<file path="src/rtl/tmr_pkg.sv">
package tmr_pkg;
  // Strobes from control to datapath, one bundle per cycle
  typedef struct packed {
    logic clear;       // zero the counter
    logic tick;        // prescaler pulse, advance counter
    logic loadHigh;    // drive high byte onto read data
    logic loadLow;     // drive a low byte onto read data
    logic lowFromBuf;  // low byte comes from the held copy
    logic capture;     // copy live low byte into holding buffer
  } tmrStrobe_t;
endpackage

</file>
<file path="src/rtl/tmr_ctrl.sv">
module tmr_ctrl
  import tmr_pkg::*;
#(
  parameter int SEL_W   = 3,
  parameter int DIV_W   = 6,
  parameter int BUS_W   = 8,
  parameter int CLR_BIT = 4
) (
  input  logic             clk,
  input  logic             rstN,
  input  logic             ctlWr,
  input  logic [BUS_W-1:0] ctlData,
  input  logic             rdStrobe,
  input  logic             rdSelHigh,
  output tmrStrobe_t       strobes,
  output logic             heldOut,
  output logic [SEL_W-1:0] selOut
);
  localparam int MAX_SHIFT = DIV_W;

  logic [SEL_W-1:0] selReg;
  logic [DIV_W-1:0] divCnt;
  logic [DIV_W-1:0] divMask;
  logic             held;
  logic             clearCmd;
  logic             rdHigh;
  logic             rdLow;

  assign clearCmd = ctlWr & ctlData[CLR_BIT];
  assign rdHigh   = rdStrobe & rdSelHigh;
  assign rdLow    = rdStrobe & ~rdSelHigh;

  // Divide mask: codes beyond the widest divider saturate at 2^MAX_SHIFT
  always_comb begin
    divMask = '0;
    for (int b = 0; b < DIV_W; b++) begin
      if (b < MAX_SHIFT && int'(selReg) > b) divMask[b] = 1'b1;
    end
  end

  always_ff @(posedge clk) begin
    if (!rstN) begin
      selReg <= '0;
      divCnt <= '0;
      held   <= 1'b0;
    end else begin
      if (ctlWr) selReg <= ctlData[SEL_W-1:0];
      if (clearCmd) divCnt <= '0;
      else          divCnt <= divCnt + 1'b1;
      if (clearCmd || rdLow) held <= 1'b0;
      else if (rdHigh)       held <= 1'b1;
    end
  end

  always_comb begin
    strobes.clear      = clearCmd;
    strobes.tick       = ((divCnt & divMask) == divMask);
    strobes.loadHigh   = rdHigh;
    strobes.loadLow    = rdLow;
    strobes.lowFromBuf = held;
    strobes.capture    = rdHigh & ~held;
  end

  assign heldOut = held;
  assign selOut  = selReg;
endmodule

</file>
<file path="src/rtl/tmr_datapath.sv">
module tmr_datapath
  import tmr_pkg::*;
#(
  parameter int BUS_W = 8,
  parameter int CNT_W = 16
) (
  input  logic             clk,
  input  logic             rstN,
  input  tmrStrobe_t       strobes,
  output logic [BUS_W-1:0] rdData,
  output logic [CNT_W-1:0] cntOut,
  output logic [BUS_W-1:0] bufOut
);
  localparam int HI_LSB = CNT_W - BUS_W;

  logic [CNT_W-1:0] cnt;
  logic [BUS_W-1:0] lowBuf;
  logic [BUS_W-1:0] liveHigh;
  logic [BUS_W-1:0] liveLow;

  assign liveHigh = cnt[CNT_W-1:HI_LSB];
  assign liveLow  = cnt[BUS_W-1:0];

  always_ff @(posedge clk) begin
    if (!rstN) begin
      cnt    <= '0;
      lowBuf <= '0;
      rdData <= '0;
    end else begin
      if (strobes.clear)     cnt <= '0;
      else if (strobes.tick) cnt <= cnt + 1'b1;
      if (strobes.capture) lowBuf <= liveLow;
      if (strobes.loadHigh)     rdData <= liveHigh;
      else if (strobes.loadLow) rdData <= strobes.lowFromBuf ? lowBuf : liveLow;
    end
  end

  assign cntOut = cnt;
  assign bufOut = lowBuf;
endmodule

</file>
<file path="src/rtl/prescaled_timer.sv">
module prescaled_timer
  import tmr_pkg::*;
#(
  parameter int SEL_W   = 3,
  parameter int DIV_W   = 6,
  parameter int BUS_W   = 8,
  parameter int CNT_W   = 16,
  parameter int CLR_BIT = 4
) (
  input  logic             clk,
  input  logic             rstN,
  input  logic             ctlWr,
  input  logic [BUS_W-1:0] ctlData,
  input  logic             rdStrobe,
  input  logic             rdSelHigh,
  output logic [BUS_W-1:0] rdData
);
  tmrStrobe_t       strobes;
  logic             heldFlag;
  logic [SEL_W-1:0] selVal;
  logic [CNT_W-1:0] cntVal;
  logic [BUS_W-1:0] bufVal;

  tmr_ctrl #(.SEL_W(SEL_W), .DIV_W(DIV_W), .BUS_W(BUS_W), .CLR_BIT(CLR_BIT)) u_ctrl (
    .clk(clk), .rstN(rstN), .ctlWr(ctlWr), .ctlData(ctlData),
    .rdStrobe(rdStrobe), .rdSelHigh(rdSelHigh),
    .strobes(strobes), .heldOut(heldFlag), .selOut(selVal)
  );

  tmr_datapath #(.BUS_W(BUS_W), .CNT_W(CNT_W)) u_data (
    .clk(clk), .rstN(rstN), .strobes(strobes),
    .rdData(rdData), .cntOut(cntVal), .bufOut(bufVal)
  );
endmodule

</file>
<file path="config.mk">
export PLATFORM = sky130hd
export DESIGN_NAME = prescaled_timer
export DESIGN_NICKNAME = d
export VERILOG_FILES = /design/src/rtl/tmr_pkg.sv /design/src/rtl/tmr_ctrl.sv /design/src/rtl/tmr_datapath.sv /design/src/rtl/prescaled_timer.sv
export SDC_FILE = /design/constraint.sdc
export NUM_CORES = 1
export LEC_CHECK = 0
export BUFFER_PORTS_ARGS = -buffer_cell sky130_fd_sc_hd__buf_2
export CAP_MARGIN = 20
export CORE_MARGIN = 4
export CORE_UTILIZATION = 35
export DETAILED_ROUTE_END_ITERATION = 8
export PLACE_DENSITY = 0.51
export REMOVE_ABC_BUFFERS = 1
export SLEW_MARGIN = 20
export SYNTH_ARGS = -nofsm -noshare
export SYNTH_HDL_FRONTEND = slang
export SYNTH_SLANG_ARGS = --single-unit
</file>
<file path="constraint.sdc">
create_clock -name clk -period 2.15 [get_ports clk]
set_clock_uncertainty 0.15 [all_clocks]
set_input_delay 0.215 -clock clk [delete_from_list [all_inputs] [get_ports clk]]
set_output_delay 0.215 -clock clk [all_outputs]
set_load 0.02 [all_outputs]
</file>
---- Word-level counts from Yosys, hierarchy flattened ----
Cells that the tools add are included.
cells by class
  $add $sub $neg .......................... 2
  magnitude comparators ................... 6
  eq/ne operators ......................... 1
  mux-type cells .......................... 9
  bitwise operators ....................... 8
  reductions and logical operators ........ 4
operator list
  cell                                                 count
  two-way mux 8 bit                                    3
  adder 16 x 1 -> 16 bit (second input constant)       1
  adder 6 x 1 -> 6 bit (second input constant)         1
  bitwise AND 6 bit                                    1
  == test 6 bit                                        1
  > comparator 3 x 1 -> 1 bit (second input constant)  2
  > comparator 3 x 2 -> 1 bit (second input constant)  2
  > comparator 3 bit (second input constant)           2
  two-way mux 1 bit                                    6
  bitwise AND 1 bit                                    4
  OR reduction 2 bit                                   2
  NOT 1 bit                                            3
  nonzero test 2 bit                                   1
  logical OR 1 bit                                     1
storage, ports and cells
  flip-flop bits (word level) ............. 42
  output and inout port bits .............. 8
  word-level logic and storage cells ...... 36

---- Longest topological paths before layout ----
  depth after elaboration ................. 4
  depth in mapped cells ................... 6
  depth with buffers taken out ............ 5

---- Hierarchy ----
From an unflattened synthesis, not the netlist that was laid out.
second synthesis, totals
  cells, all modules ...................... 218
  area total of the unflattened synthesis .. 1991.9 um2
by module, submodules not included
  module        times used  cells an instance  area an instance (um2)
  tmr_datapath  1           163                1507.7
  tmr_ctrl      1           55                 484.2

---- Worst setup path before layout ----
OpenSTA, ideal clock, no wires.
  kind .................................... reg2reg
  from .................................... reg u_ctrl.selReg[1] (netlist: u_ctrl.selOut[1])
  to ...................................... reg u_data.cnt[12] (netlist: u_data.cntOut[12])
  setup time .............................. 0.071 ns
  data arrival time ....................... 1.503 ns
  required time ........................... 1.929 ns
  setup slack ............................. 0.427 ns
  cell stages (with the launch flop) ...... 6
  buffers on the path ..................... 1
  period minus slack after synthesis ...... 1.723 ns
  cells stage by stage .................... dfxtp_1 -> nand3b_2 -> o211a_4 -> buf_6 -> or4_1 -> a21oi_1
on the way
  cells in the longest elaborated chain, start to end .. 4
  elaborated cells on any way between the ends .. 14
  those cells by class .................... order compare (6); eq/ne (1); mux (6); bitwise (1)
RTL lines
  item                                                       RTL line            text
  start: declaration                                         tmr_ctrl.sv:21      logic [SEL_W-1:0] selReg;
  start signal: assignment                                   tmr_ctrl.sv:47      if (ctlWr) selReg <= ctlData[SEL_W-1:0];
  > comparator 3 x 1 -> 1 bit, or another cell as far along  tmr_ctrl.sv:37      if (b < MAX_SHIFT && int'(selReg) > b) divMask[b] = 1'b1;
  two-way mux 1 bit                                          tmr_ctrl.sv:37
  bitwise AND 6 bit                                          tmr_ctrl.sv:57      strobes.tick = ((divCnt & divMask) == divMask);
  == test 6 bit (*)                                          tmr_ctrl.sv:57
  end signal: assignment                                     tmr_datapath.sv:31  else if (strobes.tick) cnt <= cnt + 1'b1;
  end: declaration                                           tmr_datapath.sv:16  logic [CNT_W-1:0] cnt;
Mark *: on every way between the ends. The rest lies on a longest branch, timed or not.
A chain may end at the register's enable or synchronous reset.

---- Final worst setup path ----
  from .................................... reg u_ctrl.divCnt[0]
  to ...................................... reg u_data.cnt[15] (netlist: u_data.cntOut[15])
on the way
  cells in the longest elaborated chain, start to end .. 2
RTL lines
  item                      RTL line        text
  start: declaration        tmr_ctrl.sv:22  logic [DIV_W-1:0] divCnt;
  start signal: assignment  tmr_ctrl.sv:49  else divCnt <= divCnt + 1'b1;
  bitwise AND 6 bit         tmr_ctrl.sv:57
  == test 6 bit             tmr_ctrl.sv:57
No other way between the ends.

==> flow_summary.json <==
{
  "status": "finished, final reports clean",
  "tightest_slew_ns": 0.566,
  "synth_top_area_frac": 0.407,
  "cts.sinks": 42,
  "wl_met2_mm": 1.90,
  "overflow": 0,
  "cts-root-buf": "clkbuf_8",
  "min_path_type": "primary input to register",
  "max_cap_violations": 0,
  "wl_per_cell_um": 13.9,
  "clk_pin_slew_worst_paths_ns": 0.09,
  "fp.dieH_um": 84.8,
  "dieArea_um2": 7190,
  "dr_wl_met3_um": 103,
  "area_delta_synth_final_pct": 10.7,
  "grt_usage": 0.131,
  "synthTopCellsByCount": "dfxtp_1 (42), mux2i_1 (32), nor2b_1 (21), nand2_1 (19), clkbuf_1 (12)",
  "top_layer_used": "met4",
  "yosysTopAreaCell": "dfxtp_1",
  "netlist_top_cells_area": "dfxtp_1 (41%), mux2i_1 (16%), nor2b_1 (6.4%)",
  "slowest_delay_ns": 0.48,
  "grt_pass1_vias": 1487,
  "critPathArrivalTime_ns": 2.00,
  "cp_max_fo": 25,
  "synth-seq-cells": 42,
  "drive_above_1_share": 0.135,
  "clock_latency_ns": 0.31,
  "rsz0062_at_grt": "no",
  "powerDensity_nw_per_um2": 640,
  "antennaDiodeCount": 0,
  "via_per_inst": 5.15,
  "cp.required_ns": 2.24,
  "initial_utilization": 0.368,
  "finalHoldViolCount": 0,
  "portBuffers": 16,
  "fin_nets": 251,
  "yosysSeqAreaShare": 0.407,
  "peakVddDrop_mv": 0.259,
  "worstSetupEndpointType": "register",
  "synth_area_um2": 2060,
  "max_slew_margin": 0.621,
  "crit_family": "compound AO/OA/AOI/OAI gates",
  "path_buf_inv": 0,
  "final_util": 0.407,
  "cts-buffers-inserted": 5,
  "tritoncts": "done",
  "antenna_found_initial": 0,
  "met1_length_mm": 2.23,
  "place_congestion": 0.727,
  "cts_setup_buffers": 0,
  "regArea_um2": 841,
  "cpMaxStageDelayCell": "nor4b_1",
  "synth_cells": 224,
  "pin_count": 21,
  "fp-row-count": 27,
  "multi_input_area_um2": 1150,
  "wl_mm": 4.30,
  "synth_edf_count": 0,
  "htree_levels": 2,
  "route.detailed.drc": 0,
  "synth_most_common_cell": "dfxtp_1",
  "ys.flop_type": "dfxtp_1",
  "fmax_ghz": 0.524,
  "postRouteAntennaNets": 0,
  "first_iter_violations": 56,
  "core_area_um2": 5610,
  "critPathKind": "register to register",
  "postCtsHoldBufs": 0,
  "cts_buffer_depth": 2,
  "fillers": 606,
  "synth.avg_cell_area_um2": 9.22,
  "post_cts_resized": 0,
  "ys_types": 36,
  "async_reset_ff_frac": 0,
  "grt_max_degree": 26,
  "vias": 1590,
  "fin_crit_ns": 1.91,
  "dpl.hpwl_mm": 2.98,
  "die_w_um": 84.8,
  "grt_pass1_wl_mm": 7.59,
  "cp-start-kind": "register",
  "period_share": 0.887,
  "fin_setup_tns_ns": 0,
  "firstDrtPassIters": 4,
  "final-max-slew-violation-count": 0,
  "ys_warn_count": 0,
  "p_leak_uw": 0.000852,
  "setup_viol": 0,
  "cp_cell_sequence": "a2bb2oi_1, o221a_2, nor4b_1, mux2i_1"
}
cells by family after synthesis:
logic type      share of synthesized area
fa+ha+maj                          0.0121
simple gates                        0.248
buf+inv                            0.0376
xor+xnor                           0.0170
flops                               0.407
compound gates                      0.123
mux                                 0.155
final timing paths:
check,slack (ns),endpoint,start,cells after the start
max,0.24,u_data.cntOut[15]$_SDFFE_PP0N_,u_ctrl.divCnt[0]$_SDFF_PP0_,4
min,0.02,u_ctrl.selOut[2]$_SDFFE_PN0P_,ctlData[2],3
max reg2reg,0.24,u_data.cntOut[15]$_SDFFE_PP0N_,u_ctrl.divCnt[0]$_SDFF_PP0_,4
min reg2reg,0.34,u_data.cntOut[15]$_SDFFE_PP0N_,u_data.cntOut[15]$_SDFFE_PP0N_,2
cell type report:
| cell class | instances | area share |
|---|---|---|
| repair buffers | 21 | 0.0515 |
| multi-input cells | 166 | 0.502 |
| flip-flops and latches | 42 | 0.368 |
| well taps | 72 | 0.0394 |
| clock buffers | 5 | 0.0301 |
| clock inverters | 3 | 0.00931 |
flip-flops by register name, summed over array words and instances (netlist names):
signal,count
u_data.cntOut,16
u_data.bufOut,8
u_data.rdData,8
u_ctrl.divCnt,6
u_ctrl.selOut,3
u_ctrl.heldOut,1
where the power goes:
group,total [uW],switching (uW),internal (uW)
Sequential,807,16.0,791
Clock,523,294,228
Combinational,134,80.0,53.8
cells in the final DEF, fill, tap and decap left out:
cell type    n
nor4_1       3
o221a_2      1
nand3_1     10
a31oi_1      1
nor2b_1     21
nand3b_1     1
buf_4        5
dfxtp_1     42
nor2_1       7
buf_2       16
o31ai_1      8
nand2b_1     5
o21a_1       1
o221ai_1     1
clkinv_2     1
clkinvlp_4   1
or3_1        1
nand3b_2     1
nand4_1      5
o21ai_0     10
a21oi_1     10
xor2_1       3
clkinv_4     1
ha_1         2
nand2_1     19
and4_1       2
o31a_1       1
clkbuf_8     5
a2bb2oi_1    1
and2_1       1
and3_1       4
mux2i_1     32
a21boi_0     1
xnor2_1      1
o211a_4      1
o211ai_1     1
or4_1        8
nor4b_1      2
a41o_1       1
stage by stage:
stage / power [uW] / hold slack [ns] / worst slack, ns / instances / area, um^2
2_1_floorplan: 904 / 0.193 / 0.455 / 208 / 1990
3_3_place_gp: 959 / 0.321 / 0.299 / 301 / 2190
3_5_place_dp: 959 / 0.323 / 0.286 / 301 / 2190
4_1_cts: 1490 / 0.0157 / 0.267 / 309 / 2280
5_1_grt: 1540 / 0.0225 / 0.00976 / 309 / 2280
6_report: 1460 / 0.0220 / 0.242 / 309 / 2280
worst min-delay path, cell delays in order:
cell     delay [ns]
buf_2          0.07
mux2i_1        0.06
nor2b_1        0.09
routing by layer:
layer  vias up  global-route usage
met5         -                   0
met4         0              0.0475
met3         7              0.0324
met2        14               0.196
met1       724               0.182
li1        845                   -
(Power assumes the default switching activity.)
